--- src/rtl/vf_step_unit.sv ---
module vf_step_unit #(
  parameter int MAXEL = 64,
  parameter int XLEN  = 64,
  localparam int SW = $clog2(MAXEL),
  localparam int VW = SW + 1
) (
  input  logic             clk,
  input  logic             rst,
  input  logic             issue,
  input  logic             op_vf,
  input  logic             op_vs,
  input  logic             op_ms,
  input  logic [6:0]       imm,
  input  logic [4:0]       rt_num,
  input  logic             rc,
  input  logic [VW-1:0]    vl,
  input  logic             vl_wr,
  input  logic [MAXEL-1:0] src_mask,
  input  logic [MAXEL-1:0] dst_mask,
  input  logic [11:0]      loop_end,
  output logic [SW-1:0]    srcstep,
  output logic [SW-1:0]    dststep,
  output logic             rt_we,
  output logic [XLEN-1:0]  rt_data,
  output logic             cr_we,
  output logic             cr_eq,
  output logic             cr_le,
  output logic             cr_gt
);

  function automatic logic [SW:0] find_next(input logic [SW-1:0] cur,
                                            input logic [MAXEL-1:0] m,
                                            input logic [VW-1:0] lim);
    logic [SW:0] r;
    logic [VW-1:0] jj;
    r = '0;
    for (int j = MAXEL - 1; j >= 0; j--) begin
      jj = VW'(j);
      if (jj > {1'b0, cur} && jj < lim && m[j]) r = {1'b1, jj[SW-1:0]};
    end
    return r;
  endfunction

  logic [SW:0]   src_nx, dst_nx;
  logic [SW-1:0] src_new, dst_new;
  logic          at_end, step, loop_sel;
  logic [1:0]    set_idx;
  logic [2:0]    set_bits;

  assign step = issue & op_vf & ~op_vs & ~op_ms;

  always_comb begin
    src_nx = find_next(srcstep, src_mask, vl);
    dst_nx = find_next(dststep, dst_mask, vl);
  end

  assign at_end   = ~src_nx[SW] | ~dst_nx[SW];
  assign src_new  = at_end ? '0 : src_nx[SW-1:0];
  assign dst_new  = at_end ? '0 : dst_nx[SW-1:0];
  assign loop_sel = (imm >= 7'd1) && (imm <= 7'd4);
  assign set_idx  = imm[1:0] - 2'd1;
  assign set_bits = 3'(loop_end >> (3 * set_idx));

  always_ff @(posedge clk) begin
    if (rst) begin
      srcstep <= '0;
      dststep <= '0;
      rt_we   <= 1'b0;
      rt_data <= '0;
      cr_we   <= 1'b0;
      cr_eq   <= 1'b0;
      cr_le   <= 1'b0;
      cr_gt   <= 1'b0;
    end else begin
      rt_we <= 1'b0;
      cr_we <= 1'b0;
      if (vl_wr) begin
        srcstep <= '0;
        dststep <= '0;
      end else if (step) begin
        srcstep <= src_new;
        dststep <= dst_new;
        rt_we   <= (rt_num != 5'd0) && (imm == 7'd5 || imm == 7'd6);
        rt_data <= (imm == 7'd6) ? XLEN'(dst_new) : XLEN'(src_new);
        cr_we   <= rc;
        if (loop_sel) begin
          cr_eq <= set_bits[0];
          cr_le <= set_bits[1];
          cr_gt <= set_bits[2];
        end else begin
          cr_eq <= at_end;
          cr_le <= at_end;
          cr_gt <= ~at_end;
        end
      end
    end
  end

  assert_hold_R2: assert property (@(posedge clk) disable iff (rst)
    (!step && !vl_wr) |=> ($stable(srcstep) && $stable(dststep)));

  assert_vl_clear_R9: assert property (@(posedge clk) disable iff (rst)
    vl_wr |=> (srcstep == '0 && dststep == '0));

  assert_src_active_R3: assert property (@(posedge clk) disable iff (rst)
    (step && !vl_wr) |=> (srcstep == '0 ||
      ((($past(src_mask) >> srcstep) & MAXEL'(1)) != '0 && {1'b0, srcstep} < $past(vl))));

  assert_dst_active_R3: assert property (@(posedge clk) disable iff (rst)
    (step && !vl_wr) |=> (dststep == '0 ||
      ((($past(dst_mask) >> dststep) & MAXEL'(1)) != '0 && {1'b0, dststep} < $past(vl))));

  assert_no_effect_R1: assert property (@(posedge clk) disable iff (rst)
    (!step || vl_wr) |=> (!rt_we && !cr_we));

  assert_rt_gate_R6: assert property (@(posedge clk) disable iff (rst)
    (step && !vl_wr && rt_num == 5'd0) |=> !rt_we);

endmodule

--- config.mk ---
export PLATFORM = sky130hd
export DESIGN_NAME = vf_step_unit
export DESIGN_NICKNAME = d
export VERILOG_FILES = /design/src/rtl/vf_step_unit.sv
export SDC_FILE = /design/constraint.sdc
export NUM_CORES = 1
export LEC_CHECK = 0
export ABC_AREA = 1
export BUFFER_PORTS_ARGS = -buffer_cell sky130_fd_sc_hd__buf_2
export CAP_MARGIN = 10
export CORE_AREA = 2 2 112 114
export CTS_CLUSTER_DIAMETER = 30
export DETAILED_ROUTE_END_ITERATION = 8
export DIE_AREA = 0 0 114 116
export PLACE_DENSITY = 0.79
export RECOVER_POWER = 25
export SLEW_MARGIN = 10
export SYNTH_ARGS = -nofsm -noshare
export SYNTH_HDL_FRONTEND = slang
export SYNTH_SLANG_ARGS = --single-unit
--- constraint.sdc ---
create_clock -name clk -period 5.34 [get_ports clk]
set_clock_uncertainty 0.1 [all_clocks]
set_input_delay 1.068 -clock clk [delete_from_list [all_inputs] [get_ports clk]]
set_output_delay 1.068 -clock clk [all_outputs]
set_load 0.01 [all_outputs]
; After elaboration in Yosys (flattened, before gate mapping)
; Index checks and enable logic that the tools add are counted.
[totals]
regBits = 81
inputBits = 167
output_inout_bits = 81
[op_classes]
n_addsub = 1
mul = 1
n_lt_le_gt_ge = 191
eq_ne = 2
shift = 1
n_mux = 132
n_bitwise = 11
n_reduce_logical = 259
[ops]
columns = cell, n
row1 = $mux 7, 126
row2 = $gt 6x6->1 const A, 64
row3 = $logic_and 1x1->1, 254
row4 = $lt 6x7->1 const A, 32
row5 = $gt 5x6->1 const A, 32
row6 = $lt 5x7->1 const A, 16
row7 = $gt 4x6->1 const A, 16
row8 = $lt 4x7->1 const A, 8
row9 = $gt 3x6->1 const A, 8
row10 = $lt 3x7->1 const A, 4
row11 = $gt 2x6->1 const A, 4
row12 = $mux 6, 3
row13 = $eq 7x3->1 const B, 2
row14 = $lt 2x7->1 const A, 2
row15 = $gt 1x6->1 const A, 2
row16 = $shr 12x4->3, 1
row17 = $ge 7x1->1 const B, 1
row18 = $le 7x3->1 const B, 1
row19 = $lt 1x7->1 const A, 1
row20 = $not 1->1, 7
row21 = $reduce_bool 5->1, 1
row22 = $mul 2x2->4 const A, 1
row23 = $and 1x1->1, 3
row24 = $mux 1, 3
row25 = other kinds (6), 6

; Longest topological paths before layout
[logic_depth]
word_depth = 70
mapped_depth = 70
mapped_depth_nobuf = 69

; Worst setup path before layout
; No wires, ideal clock.
[synth_path]
path_type = input to register
start = input vl[2]
end = register rt_data[0]
arrival_ps = 4498
t_required_ps = 5108
slack_ps = 610
cell_stages = 70
cell_sequence = buf_4 -> nand2_2 -> nor2_4 -> nand2_1 -> nand2_2 -> nand2_1 -> nand2_1 -> nand2_1 -> nand2_1 -> nand2_1 -> nand2_1 -> nand2_1 -> nand2_1 -> nand2_1 -> nand2_1 -> nand2_1 -> nand2_1 -> nand2_1 -> [34 not listed] -> nand2_1 -> nand2_1 -> nand2_1 -> nand2_1 -> nand2_1 -> nand2_1 -> nand2_1 -> nand2_1 -> nand2_1 -> nand2_1 -> nand2_1 -> nand2_1 -> nand2_1 -> nand2_1 -> nand2_2 -> nand2_1 -> nand2_1 -> a21oi_1
[synth_via]
elab_chain_len = 70
[synth_lines]
columns = element, line_no
row1 = from (decl), 16  ; input logic [VW-1:0] vl,
row2 = $lt 6x7->1, 39  ; if (jj > {1'b0, cur} && jj < lim && m[j]) r = {1'b1, jj[SW-1:0]};
row3 = $logic_and 1x1->1 (2 in series), 39
row4 = $mux 7 (63 in series), 39
row5 = $not 1->1, 57  ; assign at_end = ~src_nx[SW] | ~dst_nx[SW];
row6 = $or 1x1->1, 57
row7 = "$mux 6, on equally long branches", "58, 59"
row8 = $mux 6 (*), 84  ; rt_data <= (imm == 7'd6) ? XLEN'(dst_new) : XLEN'(src_new);
row9 = to (signal assigned), 84
row10 = to (decl), 24  ; output logic [XLEN-1:0] rt_data,
; Every way passes the cells marked *; elsewhere a longest branch is shown, timed or not.
; A chain may end at the register's enable or synchronous reset.

; Worst setup path after layout
[layout_path]
start = input vl[4]
end = register rt_data[0]
; The elaborated chain is that of the path after synthesis.

==> flow_summary.ini <==
[synth]
yosys.area.top_type = nand2_1
syn_area_um2 = 5390
synth_flop_cell = dfxtp_1
synth_edf_count = 0
ys_ff_latch = 23
synth_cell_types = 49
ys_seq_area_share_pct = 8.54
async_reset_ff_share_pct = 0
syn_inst = 1047
syn_avg_cell_area_um2 = 5.15
netlist_top_cells_area = nand2_1, nor2_1, inv_1
synth_top_area_share_pct = 17.7
yosysWarnings = 0

[pwr]
p_comb_share_pct = 58.1
p_int_uw = 447
power-per-cell-area_nw_per_um2 = 119
swShare_pct = 44.8
power_switching_uw = 363
p_leak_uw = 0.00364
pwr-share-clk_pct = 20.2
irDropWorstVdd_mv = 0.167
seq_power_share_pct = 21.7

[floorplan]
die_area_um2 = 13200
die_h_um = 116
die_w_um = 114
core_um2 = 11900
num_rows = 40
ios = 248
start_util_pct = 45.3

[critical_path]
r2r-end = rt_data[0]
crit_top_cell = nand2_1
worst_path_max_delay_cell = nor2_1
cp-startpoint = vl[4]
path_class = in -> reg
r2r-start = srcstep[0]
critical_path.max_stage_delay_ps = 180
r2r_setup_slack_ps = 550
ff2ff_path_depth = 63
crit_fanout = 5
critPathRequiredTime_ps = 5380
arrival_ps = 4960
cp-start-kind = input pin
crit_end = rt_data[0]
crit_path_end_kind = flop

[run]
cap_violations = 0

[placed_design]
pre_cts_ws_ps = 33.9
dp.cells = 1400
gp_congestion = 1.10
port_buffers = 187
dp_hpwl_um = 21600

[route]
drcViolationCount = 0
viasPerCell = 5.59
drt_iter0_drc = 966
vias = 7913
routed_wl_um = 25500
wl_per_cell_um = 18.0
ant_nets = 0
detail_route.first_pass.iterations = 7

[layout]
final_util_pct = 57.3
drive_gt1_share_pct = 22.2
n_antenna_cell = 0
final_cell_mix = nand2_1, buf_2, nor2_1, inv_1, nand3_1
syn_to_final_growth_pct = 26.5
final_common_cell = nand2_1
fin_cells = 1415
nNetsFinal = 1439

[cts]
htreeDepth = 1
clk_path_buf_depth = 2
cts_tree = built
hold_buffers = 0
clkSinkCount = 23
cts-root-buf = clkbuf_16
worstSkewPairLatency_ps = 260
clk_pin_slew_ps = 60
cts_made_buffers = 3

[grt]
antenna_found_initial = 0
grt_max_degree = 26
grt_pass1_wl_um = 37300
grt.total_usage_pct = 36.6
grt_overflow = 0
grt_pass1_vias = 7125

[sta]
setup_viol_count_final = 0
slew_viol_final = 0
worst_slew_pin_slew_ps = 729
tns_ps = 0
fmax_ghz = 0.204
hold_slack_ps = 364
period_share_pct = 92.0
rsz0062_at_grt = true
setup_ws_ps = 426
min_period_ps = 4910
maxSlewHeadroom_pct = 50.9
final_hold_viol_count = 0

[run_status]
status = finished, final reports clean

[hold_path]
hold_class = reg -> reg
## worst max-delay path, delay by kind of cell
| family | cells | cell delay [ps] |
|---|---|---|
| AOI/OAI and AO/OA | 3 | 300 |
| buffers and inverters | 4 | 350 |
| and+or+nand+nor | 57 | 3270 |
## final cells by class
class | count | area [µm²]
Multi-Input combinational cell | 847 | 4130
Clock buffer | 3 | 75.1
Tap cell | 147 | 184
Inverter | 154 | 588
Timing Repair Buffer | 240 | 1380
Clock inverter | 1 | 5.00
Fill cell | 1327 | 5090
Sequential cell | 23 | 462
## power by group through the flow
stage	Combinational (µW)	Clock, µW	Sequential [µW]
2_1_floorplan	296	0	180
3_3_place_gp	433	0	179
3_5_place_dp	435	0	179
4_1_cts	437	162	176
5_1_grt	517	168	176
6_report	471	164	176
## repair_timing
item | 4_1_cts | 5_1_grt
endpoints found under the setup margin | 0 | 3
gates resized for setup | 0 | 53
buffers inserted | 0 | 11
## routing by layer
layer | GRT usage (%) | routed length, µm | up-vias
li1 | - | - | 3827
met1 | 47.7 | 10300 | 3470
met2 | 59.8 | 11300 | 537
met3 | 4.39 | 2510 | 79
met4 | 18.1 | 1370 | 0
met5 | 0 | 0 | -
## cell families after synthesis
logic type                 synth area share, %
and+or+nand+nor                           44.9
buffers and inverters                     20.9
AOI/OAI and AO/OA                         24.9
DFF                                       8.54
adders and majority gates                0.696
other                                   0.0696
## registers in the layout, summed over array words and instances (netlist names)
register and flops:
cr_eq 1, srcstep 6, cr_we 1, cr_le 1, rt_we 1, dststep 6
cr_gt 1, rt_data 6
## Yosys cell counts (all sizes together), types with 4 or more instances
| library cell | number |
|---|---|
| o311ai | 8 |
| inv | 151 |
| nand4 | 25 |
| o21ai | 82 |
| buf | 66 |
| nand3 | 89 |
| nand2 | 258 |
| clkbuf | 14 |
| a21oi | 69 |
| nand3b | 4 |
| nor2 | 153 |
| nor3 | 20 |
| dfxtp | 23 |
| nor4 | 8 |
| o211ai | 10 |
| a21boi | 6 |
| a31oi | 19 |
| o2111ai | 15 |
## worst min-delay path by stage
stage	startpoint	cells after the start	to	slack, ps
5_1_grt	rt_data[1]	2	rt_data[1]	400
2_1_floorplan	cr_gt	2	cr_gt	390
3_5_place_dp	rt_data[5]	2	rt_data[5]	360
4_1_cts	rt_data[5]	2	rt_data[5]	370
3_3_place_gp	rt_data[4]	2	rt_data[4]	350
6_report	cr_gt	2	cr_gt	360
## metrics by stage
step           area, µm²  total power, µW
6_report            6820              810
5_1_grt             6820              861
4_1_cts             6590              774
3_5_place_dp        6510              614
3_3_place_gp        6510              613
2_1_floorplan       5610              476
No activity file was read; power rests on OpenSTA's default activity.
